<file path="config.mk">
export PLATFORM = sky130hd
export DESIGN_NAME = timer_cmp_unit
export DESIGN_NICKNAME = d
export VERILOG_FILES = /design/src/rtl/timer_cmp_pkg.sv /design/src/rtl/timer_prescale.sv /design/src/rtl/timer_count.sv /design/src/rtl/timer_wave.sv /design/src/rtl/timer_cmp_unit.sv
export SDC_FILE = /design/constraint.sdc
export NUM_CORES = 1
export LEC_CHECK = 0
export BUFFER_PORTS_ARGS = -buffer_cell sky130_fd_sc_hd__buf_4
export CAP_MARGIN = 25
export CORE_MARGIN = 1.5
export CORE_UTILIZATION = 45
export DETAILED_ROUTE_END_ITERATION = 10
export GPL_TIMING_DRIVEN = 0
export PLACE_DENSITY = 0.66
export REMOVE_ABC_BUFFERS = 1
export SKIP_LAST_GASP = 1
export SYNTH_ARGS = -nofsm -noshare
export SYNTH_HDL_FRONTEND = slang
export SYNTH_HIERARCHICAL = 1
export SYNTH_SLANG_ARGS = --single-unit
export TNS_END_PERCENT = 1
</file>
<file path="constraint.sdc">
create_clock -name clk -period 2.35 [get_ports clk]
set_input_delay 0.47 -clock clk [delete_from_list [all_inputs] [get_ports clk]]
set_output_delay 0.47 -clock clk [all_outputs]
set_load 0.005 [all_outputs]
</file>
<file path="src/rtl/timer_cmp_pkg.sv">
package timer_cmp_pkg;

  typedef enum logic [1:0] {
    WM_FREE = 2'd0,
    WM_CTC  = 2'd1,
    WM_PWM  = 2'd2
  } wave_mode_e;

  typedef enum logic [1:0] {
    ACT_OFF    = 2'b00,
    ACT_TOGGLE = 2'b01,
    ACT_CLEAR  = 2'b10,
    ACT_SET    = 2'b11
  } out_act_e;

  function automatic wave_mode_e decode_mode(input logic [1:0] sel);
    case (sel)
      2'b10:   return WM_CTC;
      2'b11:   return WM_PWM;
      default: return WM_FREE;
    endcase
  endfunction

endpackage

</file>
<file path="src/rtl/timer_prescale.sv">
module timer_prescale #(
  parameter int PRESCALE = 8
) (
  input  logic clk,
  input  logic rst,
  input  logic run,
  output logic tick
);
  localparam int PW = (PRESCALE > 1) ? $clog2(PRESCALE) : 1;
  localparam logic [PW-1:0] LAST = PW'(PRESCALE - 1);

  logic [PW-1:0] pre_q;

  always_ff @(posedge clk) begin
    if (rst || !run) pre_q <= '0;
    else if (pre_q == LAST) pre_q <= '0;
    else pre_q <= pre_q + 1'b1;
  end

  assign tick = run && (pre_q == LAST);

  generate
    if (PRESCALE > 1) begin : g_spacing
      AST_TICK_SPACING: assert property (@(posedge clk) disable iff (rst)
        tick |=> !tick);
    end
  endgenerate

endmodule

</file>
<file path="src/rtl/timer_count.sv">
module timer_count
  import timer_cmp_pkg::*;
#(
  parameter int CNT_W = 8
) (
  input  logic             clk,
  input  logic             rst,
  input  logic             tick,
  input  wave_mode_e       mode,
  input  logic             ext_top,
  input  logic [CNT_W-1:0] ocr,
  output logic [CNT_W-1:0] cnt_q,
  output logic             top_ev,
  output logic             cmp_ev
);
  localparam logic [CNT_W-1:0] MAX_VAL = '1;

  logic [CNT_W-1:0] top_val;

  always_comb begin
    if (mode == WM_CTC || (mode == WM_PWM && ext_top)) top_val = ocr;
    else top_val = MAX_VAL;
  end

  assign top_ev = tick && (cnt_q == top_val);
  assign cmp_ev = tick && (cnt_q == ocr);

  always_ff @(posedge clk) begin
    if (rst) cnt_q <= '0;
    else if (tick) begin
      if (cnt_q == top_val) cnt_q <= '0;
      else cnt_q <= cnt_q + 1'b1;
    end
  end

  AST_CNT_HOLD: assert property (@(posedge clk) disable iff (rst)
    !tick |=> $stable(cnt_q));
  AST_FREE_WRAP: assert property (@(posedge clk) disable iff (rst)
    (mode == WM_FREE && tick && cnt_q == MAX_VAL) |=> cnt_q == '0);
  AST_CTC_CLEAR: assert property (@(posedge clk) disable iff (rst)
    (mode == WM_CTC && tick && cnt_q == ocr) |=> cnt_q == '0);
  AST_PWM_FULL_WRAP: assert property (@(posedge clk) disable iff (rst)
    (mode == WM_PWM && !ext_top && tick && cnt_q == MAX_VAL) |=> cnt_q == '0);

endmodule

</file>
<file path="src/rtl/timer_wave.sv">
module timer_wave
  import timer_cmp_pkg::*;
(
  input  logic       clk,
  input  logic       rst,
  input  logic       tick,
  input  wave_mode_e mode,
  input  logic       ext_top,
  input  logic [1:0] act,
  input  logic       top_ev,
  input  logic       cmp_ev,
  output logic       wave_q,
  output logic       ovr_q
);
  logic wave_d;
  logic released;

  assign released = (mode == WM_PWM) && (act == ACT_TOGGLE) && !ext_top;

  always_comb begin
    wave_d = wave_q;
    if (mode == WM_PWM) begin
      case (act)
        ACT_TOGGLE: if (ext_top && cmp_ev) wave_d = ~wave_q;
        ACT_CLEAR: begin
          if (top_ev) wave_d = 1'b1;
          else if (cmp_ev) wave_d = 1'b0;
        end
        ACT_SET: begin
          if (top_ev) wave_d = 1'b0;
          else if (cmp_ev) wave_d = 1'b1;
        end
        default: wave_d = wave_q;
      endcase
    end else if (cmp_ev) begin
      case (act)
        ACT_TOGGLE: wave_d = ~wave_q;
        ACT_CLEAR:  wave_d = 1'b0;
        ACT_SET:    wave_d = 1'b1;
        default:    wave_d = wave_q;
      endcase
    end
  end

  always_ff @(posedge clk) begin
    if (rst) begin
      wave_q <= 1'b0;
      ovr_q  <= 1'b0;
    end else begin
      wave_q <= wave_d;
      ovr_q  <= (act != ACT_OFF) && !released;
    end
  end

  AST_WAVE_HOLD: assert property (@(posedge clk) disable iff (rst)
    !tick |=> $stable(wave_q));
  AST_RELEASED_HOLD: assert property (@(posedge clk) disable iff (rst)
    released |=> $stable(wave_q));
  AST_SUPPRESS: assert property (@(posedge clk) disable iff (rst)
    (mode == WM_PWM && act[1] && top_ev && cmp_ev) |=> wave_q == !$past(act[0]));

endmodule

</file>
<file path="src/rtl/timer_cmp_unit.sv">
module timer_cmp_unit
  import timer_cmp_pkg::*;
#(
  parameter int PRESCALE = 8,
  parameter int CNT_W    = 8,
  parameter int DATA_W   = 8
) (
  input  logic              clk,
  input  logic              rst,
  input  logic              wr_en,
  input  logic [1:0]        wr_addr,
  input  logic [DATA_W-1:0] wr_data,
  input  logic [1:0]        rd_addr,
  output logic [DATA_W-1:0] rd_data,
  output logic [CNT_W-1:0]  cnt_o,
  output logic              wave_o,
  output logic              ovr_en_o,
  output logic              cmp_flag_o
);
  localparam logic [1:0] A_CTRL = 2'd0;
  localparam logic [1:0] A_EXT  = 2'd1;
  localparam logic [1:0] A_CMP  = 2'd2;
  localparam logic [1:0] A_FLAG = 2'd3;

  logic [1:0]       act_q;
  logic [1:0]       actb_q;
  logic [1:0]       sel_q;
  logic             ext_q;
  logic             run_q;
  logic [CNT_W-1:0] ocr_q;
  logic             flag_q;
  logic             flag_clr;
  logic             tick;
  logic             top_ev;
  logic             cmp_ev;
  wave_mode_e       mode;

  assign mode     = decode_mode(sel_q);
  assign flag_clr = wr_en && (wr_addr == A_FLAG) && wr_data[0];

  always_ff @(posedge clk) begin
    if (rst) begin
      act_q  <= '0;
      actb_q <= '0;
      sel_q  <= '0;
      ext_q  <= 1'b0;
      run_q  <= 1'b0;
      ocr_q  <= '0;
    end else if (wr_en) begin
      case (wr_addr)
        A_CTRL: begin
          act_q  <= wr_data[7:6];
          actb_q <= wr_data[5:4];
          sel_q  <= wr_data[1:0];
        end
        A_EXT: begin
          ext_q <= wr_data[0];
          run_q <= wr_data[1];
        end
        A_CMP:   ocr_q <= wr_data[CNT_W-1:0];
        default: ;
      endcase
    end
  end

  always_ff @(posedge clk) begin
    if (rst) flag_q <= 1'b0;
    else flag_q <= cmp_ev | (flag_q & ~flag_clr);
  end

  always_ff @(posedge clk) begin
    if (rst) rd_data <= '0;
    else begin
      case (rd_addr)
        A_CTRL:  rd_data <= {act_q, actb_q, 2'b00, sel_q};
        A_EXT:   rd_data <= {{(DATA_W-2){1'b0}}, run_q, ext_q};
        A_CMP:   rd_data <= DATA_W'(ocr_q);
        default: rd_data <= {{(DATA_W-1){1'b0}}, flag_q};
      endcase
    end
  end

  timer_prescale #(.PRESCALE(PRESCALE)) u_pre (
    .clk(clk), .rst(rst), .run(run_q), .tick(tick)
  );

  timer_count #(.CNT_W(CNT_W)) u_cnt (
    .clk(clk), .rst(rst), .tick(tick), .mode(mode), .ext_top(ext_q),
    .ocr(ocr_q), .cnt_q(cnt_o), .top_ev(top_ev), .cmp_ev(cmp_ev)
  );

  timer_wave u_wave (
    .clk(clk), .rst(rst), .tick(tick), .mode(mode), .ext_top(ext_q),
    .act(act_q), .top_ev(top_ev), .cmp_ev(cmp_ev),
    .wave_q(wave_o), .ovr_q(ovr_en_o)
  );

  assign cmp_flag_o = flag_q;

  AST_FLAG_SET: assert property (@(posedge clk) disable iff (rst)
    cmp_ev |=> cmp_flag_o);
  AST_FLAG_STICKY: assert property (@(posedge clk) disable iff (rst)
    (cmp_flag_o && !flag_clr) |=> cmp_flag_o);
  AST_RO_BITS: assert property (@(posedge clk) disable iff (rst)
    (rd_addr == A_CTRL) |=> rd_data[3:2] == 2'b00);

endmodule

</file>
* Word level (Yosys, flattened, before mapping) *
Cells that the tools add are included.

storage, ports and cells
  register bits after elaboration = 38
  bits of input ports = 15
  output and inout bits = 19
  word-level logic and storage cells = 74

cells by class
  add/subtract/negate cells = 2
  equality and inequality tests = 18
  multiplexer cells = 13
  bitwise operators = 4
  reduce and logical (&&, ||, !) cells = 25

operator list
  cell                                                             count
  8-bit case mux with 3 select lines                               1
  2-bit == test, second input constant                             8
  8-bit == test                                                    2
  8-bit two-way mux                                                2
  1-bit logical AND                                                10
  3-bit != test, second input constant                             3
  8-bit by 1-bit adder with 8-bit output, second input constant    1
  2-bit by 1-bit == test with 1-bit output, second input constant  4
  1-bit two-way mux                                                7
  1-bit case mux with 3 select lines                               2
  2-bit AND reduction                                              3
  5-bit AND reduction                                              1
  2-bit zero test                                                  2
  2-bit case mux with 2 select lines                               1
  2-bit nonzero test                                               2
  3-bit by 1-bit adder with 3-bit output, second input constant    1
  3-bit == test, second input constant                             1
  1-bit zero test                                                  3
  3-bit nonzero test                                               1
  1-bit logical OR                                                 2
  1-bit NOT                                                        2
  2-bit OR reduction                                               1
  1-bit bitwise AND                                                1
  1-bit bitwise OR                                                 1

* Logic depth before layout (Yosys ltp) *
Gate-level depths: netlist (run 1).

  word-level depth = 11
  mapped depth = 11
  depth with buffers taken out = 10

* Modules after synthesis *
Netlist (run 1), hierarchy kept.

modules (own cells, without submodules)
  module          times used  cells each  area each (um2)
  timer_cmp_unit  1           99          1053.5
  timer_count     1           71          609.3
  timer_wave      1           16          146.4
  timer_prescale  1           9           131.4

* Worst setup path after synthesis (run 1) *
OpenSTA, ideal clock, no wires.

  kind = reg-to-reg
  start = register u_pre.pre_q[0]
  end = register u_wave.wave_q
  setup time = 0.091 ns
  arrival time = 2.020 ns
  data required time = 2.259 ns
  slack = 0.239 ns
  stages on the path, launching flop included = 12
  period minus slack after synthesis = 2.111 ns
  path through = dfxtp_1 > ha_1 > ha_1 > and2_1 > buf_2 > o2111ai_2 > nor3_1 > and2_1 > inv_1 > o221ai_2 > mux2i_1 > a311oi_1

between the ends
  longest elaborated chain between the ends = 6
  elaborated cells between the ends (all ways) = 14

RTL lines
  what                               RTL line              RTL
  start, declared                    timer_prescale.sv:12  logic [PW-1:0] pre_q;
  start signal, assigned             timer_prescale.sv:17  else pre_q <= pre_q + 1'b1;
  3-bit == test (*)                  timer_prescale.sv:20  assign tick = run && (pre_q == LAST);
  1-bit logical AND (*)              timer_prescale.sv:20
  via tick                           timer_cmp_unit.sv:33  logic tick;
  1-bit logical AND (*)              timer_count.sv:26     assign cmp_ev = tick && (cnt_q == ocr);
  via cmp_ev                         timer_cmp_unit.sv:35  logic cmp_ev;
  1-bit logical AND                  timer_wave.sv:24      ACT_TOGGLE: if (ext_top && cmp_ev) wave_d = ~wave_q;
  3-bit != test (no line)            n/a
  5-bit AND reduction (no line) (*)  n/a
  end signal, assigned               timer_wave.sv:50      wave_q <= wave_d;
  end, declared                      timer_wave.sv:12      output logic wave_q,

Mark *: on every way through the listed nets, which the timed path passes. The rest lies on a longest branch.
A chain may end at the register's enable or synchronous reset.

* Worst setup path in the final report (run 1) *
Ends and elaborated chain as after synthesis.

==> results of run 1 <==
cells in the mapped netlist (all sizes together), types with 2 or more instances:
cell     instances
and3             3
dfxtp           38
clkbuf           2
inv              9
a21oi            2
buf              6
nor4b            2
xnor2            3
o2111ai          3
nor3             6
ha               3
or2b             3
xor2             5
nand3b           3
nand2b          31
nor2b            4
nand3            3
a31oi            8
nand2            4
mux2i           22
and4             2
nor2             6
and2             3
and4bb           2
nand4            3
layout by cell type (no fill, tap or decap), types with 4 or more instances in the layout:
master / synthesis / routed
nor2_1: 6 / 6
clkbuf_8: 0 / 5
nor3_1: 6 / 5
mux2i_1: 22 / 22
inv_1: 9 / 9
a31oi_1: 8 / 8
nand2_1: 4 / 4
nand2b_1: 31 / 31
dfxtp_1: 38 / 38
buf_4: 0 / 35
xor2_1: 5 / 5
critical path: stages, from the launching register on:
cell and delay, ns:
dfxtp_1 0.37, ha_1 0.17, ha_2 0.21, and2_4 0.21, o2111ai_2 0.16, nor3_2 0.18, and2_4 0.19, inv_1 0.05
o221ai_2 0.22, mux2i_1 0.10, a311oi_1 0.22
stage by stage:
step	total power [uW]	instance area, um2	hold WS (ns)	std cells	setup TNS (ns)
global route	1240	2328	0.4392	279	-0.004616
floorplan	734.8	1904	0.4190	187	0
finish	1199	2328	0.4225	279	0
detailed placement	785.2	2215	0.4599	270	-0.2073
global placement	781.4	2215	0.4273	270	-0.07005
CTS	1205	2297	0.4218	277	0
cell families after synthesis:
| logic type | Yosys count | share of synthesized area |
|---|---|---|
| multiplexers | 24 | 0.1309 |
| buffers and inverters | 17 | 0.03610 |
| AND/OR/NAND/NOR | 79 | 0.2663 |
| AO/OA/AOI/OAI | 26 | 0.1193 |
| flip-flops | 38 | 0.3920 |
| XOR/XNOR | 8 | 0.03611 |
| adder cells (fa/ha/maj) | 3 | 0.01934 |
worst max-delay path by stage:
stage / start / endpoint / slack (ns) / cells past startpoint
4_1_cts: u_pre/pre_q[0] / u_wave/wave_q / 0.02 / 10
2_1_floorplan: u_pre/pre_q[0] / u_wave/wave_q / 0.20 / 10
5_1_grt: u_pre/pre_q[0] / u_wave/wave_q / -0.005 / 10
3_3_place_gp: u_pre/pre_q[0] / u_wave/wave_q / -0.07 / 10
6_report: u_pre/pre_q[0] / u_wave/wave_q / 0.19 / 10
3_5_place_dp: u_pre/pre_q[0] / u_wave/wave_q / -0.21 / 10
registers in the layout, indices dropped and copies added (netlist names):
register	count
ext_q	1
rd_data	8
run_q	1
u_wave/ovr_q	1
cmp_flag_o	1
act_q	2
u_pre/pre_q	3
u_cnt/cnt_q	8
ocr_q	8
u_wave/wave_q	1
actb_q	2
sel_q	2
per-layer routing:
layer	GRT usage	up-vias	part of all wire	wire, um
li1	-	764	-	-
met1	0.2591	750	0.47	2018
met2	0.3065	35	0.47	2056
met3	0.05357	9	0.040	173
met4	0.08750	0	0.020	88
met5	0	-	0	0
area by class of cell:
cell class	instances	area, um2
Multi-Input combinational cell	140	1129
Fill cell	373	1758
Inverter	9	33.78
Tap cell	50	62.56
Clock inverter	1	7.507
Sequential cell	38	760.7
Clock buffer	6	72.57
Timing Repair Buffer	35	262.8
repair_timing:
item,4_1_cts,5_1_grt
resized for setup,3,5
endpoints found under the setup margin,1,1
hold buffers,0,0
buffers inserted,0,2
power by group:
part / switching, uW / internal [uW] / total, uW / leakage [uW]
clock: 224 / 203 / 428 / 0.0000373
sequential: 12.9 / 656 / 669 / 0.000307
combinational: 50.0 / 52.6 / 103 / 0.000592
total: 287 / 912 / 1200 / 0.000937
==> flow_summary.json, run 1 <==
{
  "status": "finished clean",
  "final_util": 0.5698,
  "grt_pass1_wl_um": 6844,
  "fmax_mhz": 462.5,
  "place_congestion": 0.8718,
  "grt-ovfl-total": 0,
  "wl_per_cell_um": 15.54,
  "hold_viol_final": 0,
  "hold_end": "rd_data[5]",
  "ys_async_sr_fraction": 0,
  "reg2reg_to": "u_wave/wave_q",
  "antenna_found_initial": 0,
  "hp-class": "in2reg",
  "grt_max_degree": 40,
  "numCtsBuffers": 5,
  "min_from": "rd_addr[0]",
  "crit_required_ns": 2.56,
  "drc_errors": 0,
  "ys_ff_latch": 38,
  "postSynthAreaPerCell_um2": 9.952,
  "clockBufferDepth": 2,
  "synthFlopType": "dfxtp_1",
  "setup_ws_ns": 0.1880,
  "leakage_uw": 0.0009370,
  "min_path_cells": 2,
  "worstPathMaxFanout": 6,
  "maxCapViolations": 0,
  "crit_type": "reg2reg",
  "start_kind": "flop",
  "power.density_nw_per_um2": 515.0,
  "critPathArrivalTime_ns": 2.37,
  "r2r_cells": 10,
  "synth_top_area_frac": 0.3920,
  "clock-sinks": 38,
  "syn_inst": 195,
  "period_share": 0.9200,
  "worst_pin_slew_ns": 0.5756,
  "ys_warn_count": 6,
  "ys_seq_area_frac": 0.3920,
  "fin_crit_ns": 2.162,
  "vias": 1558,
  "wl_um": 4337,
  "endpoint_kind": "flop",
  "dr.first_iter.drc_count": 41,
  "area_delta_synth_final_pct": 19.99,
  "die_w_um": 68.67,
  "path_clk_slew_ns": 0.07,
  "cts-root-buf": "clkbuf_8",
  "nNetsFinal": 247,
  "dieArea_um2": 4716,
  "cts_tree": "built",
  "rr_startpoint": "u_pre/pre_q[0]",
  "synth_edf_count": 0,
  "htree_levels": 2,
  "netlist_area_um2": 1941,
  "rrSetupSlack_ns": 0.19,
  "slew_violations": 0,
  "io_buffer_count": 33,
  "timing.slew.headroom": 0.6150,
  "io-pin-count": 34,
  "synth.distinct_cells": 50,
  "start_util": 0.4749,
  "core-area_um2": 4086,
  "fp.dieH_um": 68.67,
  "insertion_delay_ns": 0.29,
  "ant_nets": 0,
  "n_antenna_cell": 0,
  "grt_pass1_vias": 1456,
  "grtUsageTotal": 0.1986,
  "dp_hpwl_um": 3180,
  "setup_violations": 0,
  "num_rows": 23,
  "vias_per_cell": 5.584,
  "drive_above_1_share": 0.2620,
  "pre_cts_ws_ns": -0.2073,
  "yosysTopAreaCell": "dfxtp_1",
  "irDropWorstVdd_mv": 0.2891,
  "synthTopCellsByArea": "dfxtp_1 (39%), mux2i_1 (11%), nand2b_1 (10%)",
  "skew_ns": 0.004242,
  "dr.pass1.iters": 4
}
Power figures use the tool's default switching activity.
==> run 2: changes to the inputs <==
Settings changed: PLACE_DENSITY 0.66 to 0.67, SYNTH_HIERARCHICAL 1 to default.
==> run 2 against run 1 <==
Clock skew up 0.0030 ns. Hold slack got worse by 0.0024 ns. Critical path depth decreased by 4. Critical endpoint is now u_wave.wave_q. Synthesized cell count is 7.2% lower. Combinational power fell by 14%. Sequential power barely moved.
==> flow_summary.json, run 2 <==
{
  "synthFlopType": "dfxtp_1",
  "final_cell_mix": "dfxtp_1 (38), buf_4 (33), nor2_1 (28)",
  "power.density_nw_per_um2": 575.9,
  "stdcell_count": 260,
  "drive_above_1_share": 0.2075,
  "hold_viol_final": 0,
  "crit_required_ns": 2.54,
  "ys_async_sr_fraction": 0,
  "period_share": 0.9245,
  "setup_violations": 0,
  "n_antenna_cell": 0,
  "skew_ns": 0.007222,
  "start_kind": "flop",
  "synth_edf_count": 0,
  "leakage_uw": 0.0009015,
  "worst_pin_slew_ns": 0.6625,
  "grt-ovfl-total": 0,
  "vias_per_cell": 5.404,
  "dp_hpwl_um": 2693,
  "drc_errors": 0,
  "swShare": 0.2272,
  "synthTopCellsByCount": "dfxtp_1 (38), nor2_1 (28), mux2i_1 (21)",
  "timing.slew.headroom": 0.5564,
  "yosysTopAreaCell": "dfxtp_1",
  "maxCapViolations": 0,
  "critPathArrivalTime_ns": 2.36,
  "numCtsBuffers": 5,
  "worstPathMaxFanout": 8,
  "postSynthAreaPerCell_um2": 9.436,
  "synthTopCellsByArea": "dfxtp_1 (45%), mux2i_1 (12%), nor2_1 (6.2%)",
  "grt_pass1_vias": 1373,
  "crit_type": "reg2reg",
  "clockPowerShare": 0.368,
  "wl_um": 3749,
  "slew_violations": 0,
  "setup_tns_ns": 0,
  "clock-sinks": 38,
  "final_cell_area_um2": 2082,
  "path_clk_slew_ns": 0.07,
  "vias": 1405,
  "nNetsFinal": 231,
  "reg.largest.list": "ocr_q x8, rd_data x8, u_cnt.cnt_q x8",
  "grt_pass1_wl_um": 6230,
  "post_cts_buffers": 0,
  "syn_inst": 181,
  "num_rows": 22,
  "fp.dieH_um": 64.61,
  "ys_warn_count": 0,
  "htree_levels": 2,
  "grt_max_degree": 27,
  "irDropWorstVdd_mv": 0.3290,
  "cts-root-buf": "clkbuf_8",
  "fin_crit_ns": 2.173,
  "rsz0062_at_grt": "no",
  "fmax_mhz": 460.3,
  "antenna_found_initial": 0,
  "netlist_area_um2": 1708,
  "place_congestion": 0.8521,
  "dieArea_um2": 4174,
  "synth.distinct_cells": 39,
  "start_util": 0.4665,
  "io-pin-count": 34,
  "area_delta_synth_final_pct": 21.90,
  "io_buffer_count": 33,
  "power.switching_uw": 272.4,
  "die_w_um": 64.61,
  "dr.pass1.iters": 4,
  "synth_top_area_frac": 0.4454,
  "fill_cells": 329,
  "ant_nets": 0,
  "synth_most_common_cell": "dfxtp_1",
  "insertion_delay_ns": 0.29,
  "clockBufferDepth": 2,
  "final_common_cell": "dfxtp_1",
  "seqPwrFrac": 0.558,
  "status": "finished clean",
  "intPower_uw": 926.5,
  "dp_cells": 254,
  "placed_area_um2": 1984,
  "core-area_um2": 3661,
  "hp-class": "in2reg",
  "whs_ns": 0.4201,
  "endpoint_kind": "flop",
  "grtUsageTotal": 0.1976,
  "wl_per_cell_um": 14.42,
  "cts_tree": "built",
  "ys_ff_latch": 38,
  "p_comb_frac": 0.074,
  "dr.first_iter.drc_count": 56,
  "ys_seq_area_frac": 0.4454
}
## run 2: changes by cell type after synthesis, moves of 3 or more
cell | before | now
nand2b_1 | 31 | 5
nor2_1 | 6 | 28
a31oi_1 | 8 | 0
clkbuf_1 | 2 | 7
buf_2 | 5 | 1
xor2_1 | 5 | 1
or2b_1 | 3 | 0
xnor2_1 | 3 | 6
## run 2: logic make-up after synthesis
| group | share of synthesized area |
|---|---|
| DFF | 0.4454 |
| muxes | 0.1363 |
| buffers and inverters | 0.04249 |
| xor gates and xnor gates | 0.03590 |
| adders and majority gates | 0.02198 |
| and+or+nand+nor | 0.2168 |
| AOI/OAI and AO/OA | 0.1011 |
## run 2: routing by layer
metal | part of all wire | global-route usage | vias up
li1 | - | - | 697
met3 | 0.045 | 0.07118 | 11
met5 | 0 | 0 | -
met2 | 0.47 | 0.3112 | 41
met4 | 0.028 | 0.09840 | 0
met1 | 0.45 | 0.2380 | 656
## run 2: what timing repair did
item / in CTS / in global routing
resized for setup: 0 / 3
hold buffers: 0 / 0
endpoints found under the setup margin: 0 / 9
## run 2: critical path, stage by stage (launching register included)
cell	delay [ns]
dfxtp_1	0.47
nand2b_1	0.18
o2111ai_1	0.12
a221o_1	0.48
o32ai_2	0.37
a21boi_0	0.15
o31a_1	0.31
## run 2: cell type report
class / instances / area [um2] / share of cell area
multi-input cells: 124 / 889.6 / 0.4273
flip-flops and latches: 38 / 760.7 / 0.3654
repair buffers: 33 / 247.7 / 0.1190
clock buffers: 6 / 82.58 / 0.03966
well taps: 48 / 60.06 / 0.02885
inverters: 11 / 41.29 / 0.01983
## run 2: final timing paths
check                 start             end  slack, ns  depth (start not counted)
max          u_cnt.cnt_q[0]   u_wave.wave_q       0.18                          6
min              wr_data[3]        ocr_q[3]       0.42                          3
max reg2reg  u_cnt.cnt_q[0]   u_wave.wave_q       0.18                          6
min reg2reg  u_pre.pre_q[0]  u_pre.pre_q[0]       0.42                          1
## run 2: through the flow
step	power [uW]	setup slack (ns)	utilization
global route	1247	0.03715	0.5687
CTS	1202	0.006425	0.5646
finish	1199	0.1774	0.5687
global placement	766.0	0.08302	0.5420
floorplan	721.2	0.2511	-
detailed placement	769.4	0.01070	0.5420
## run 2: power groups by stage
stage | clock [uW] | sequential [uW] | combinational, uW
global route | 480 | 669 | 97.5
detailed placement | 0 | 683 | 86.9
global placement | 0 | 682 | 83.9
finish | 442 | 669 | 88.6
CTS | 447 | 668 | 87.6
floorplan | 0 | 679 | 42.5
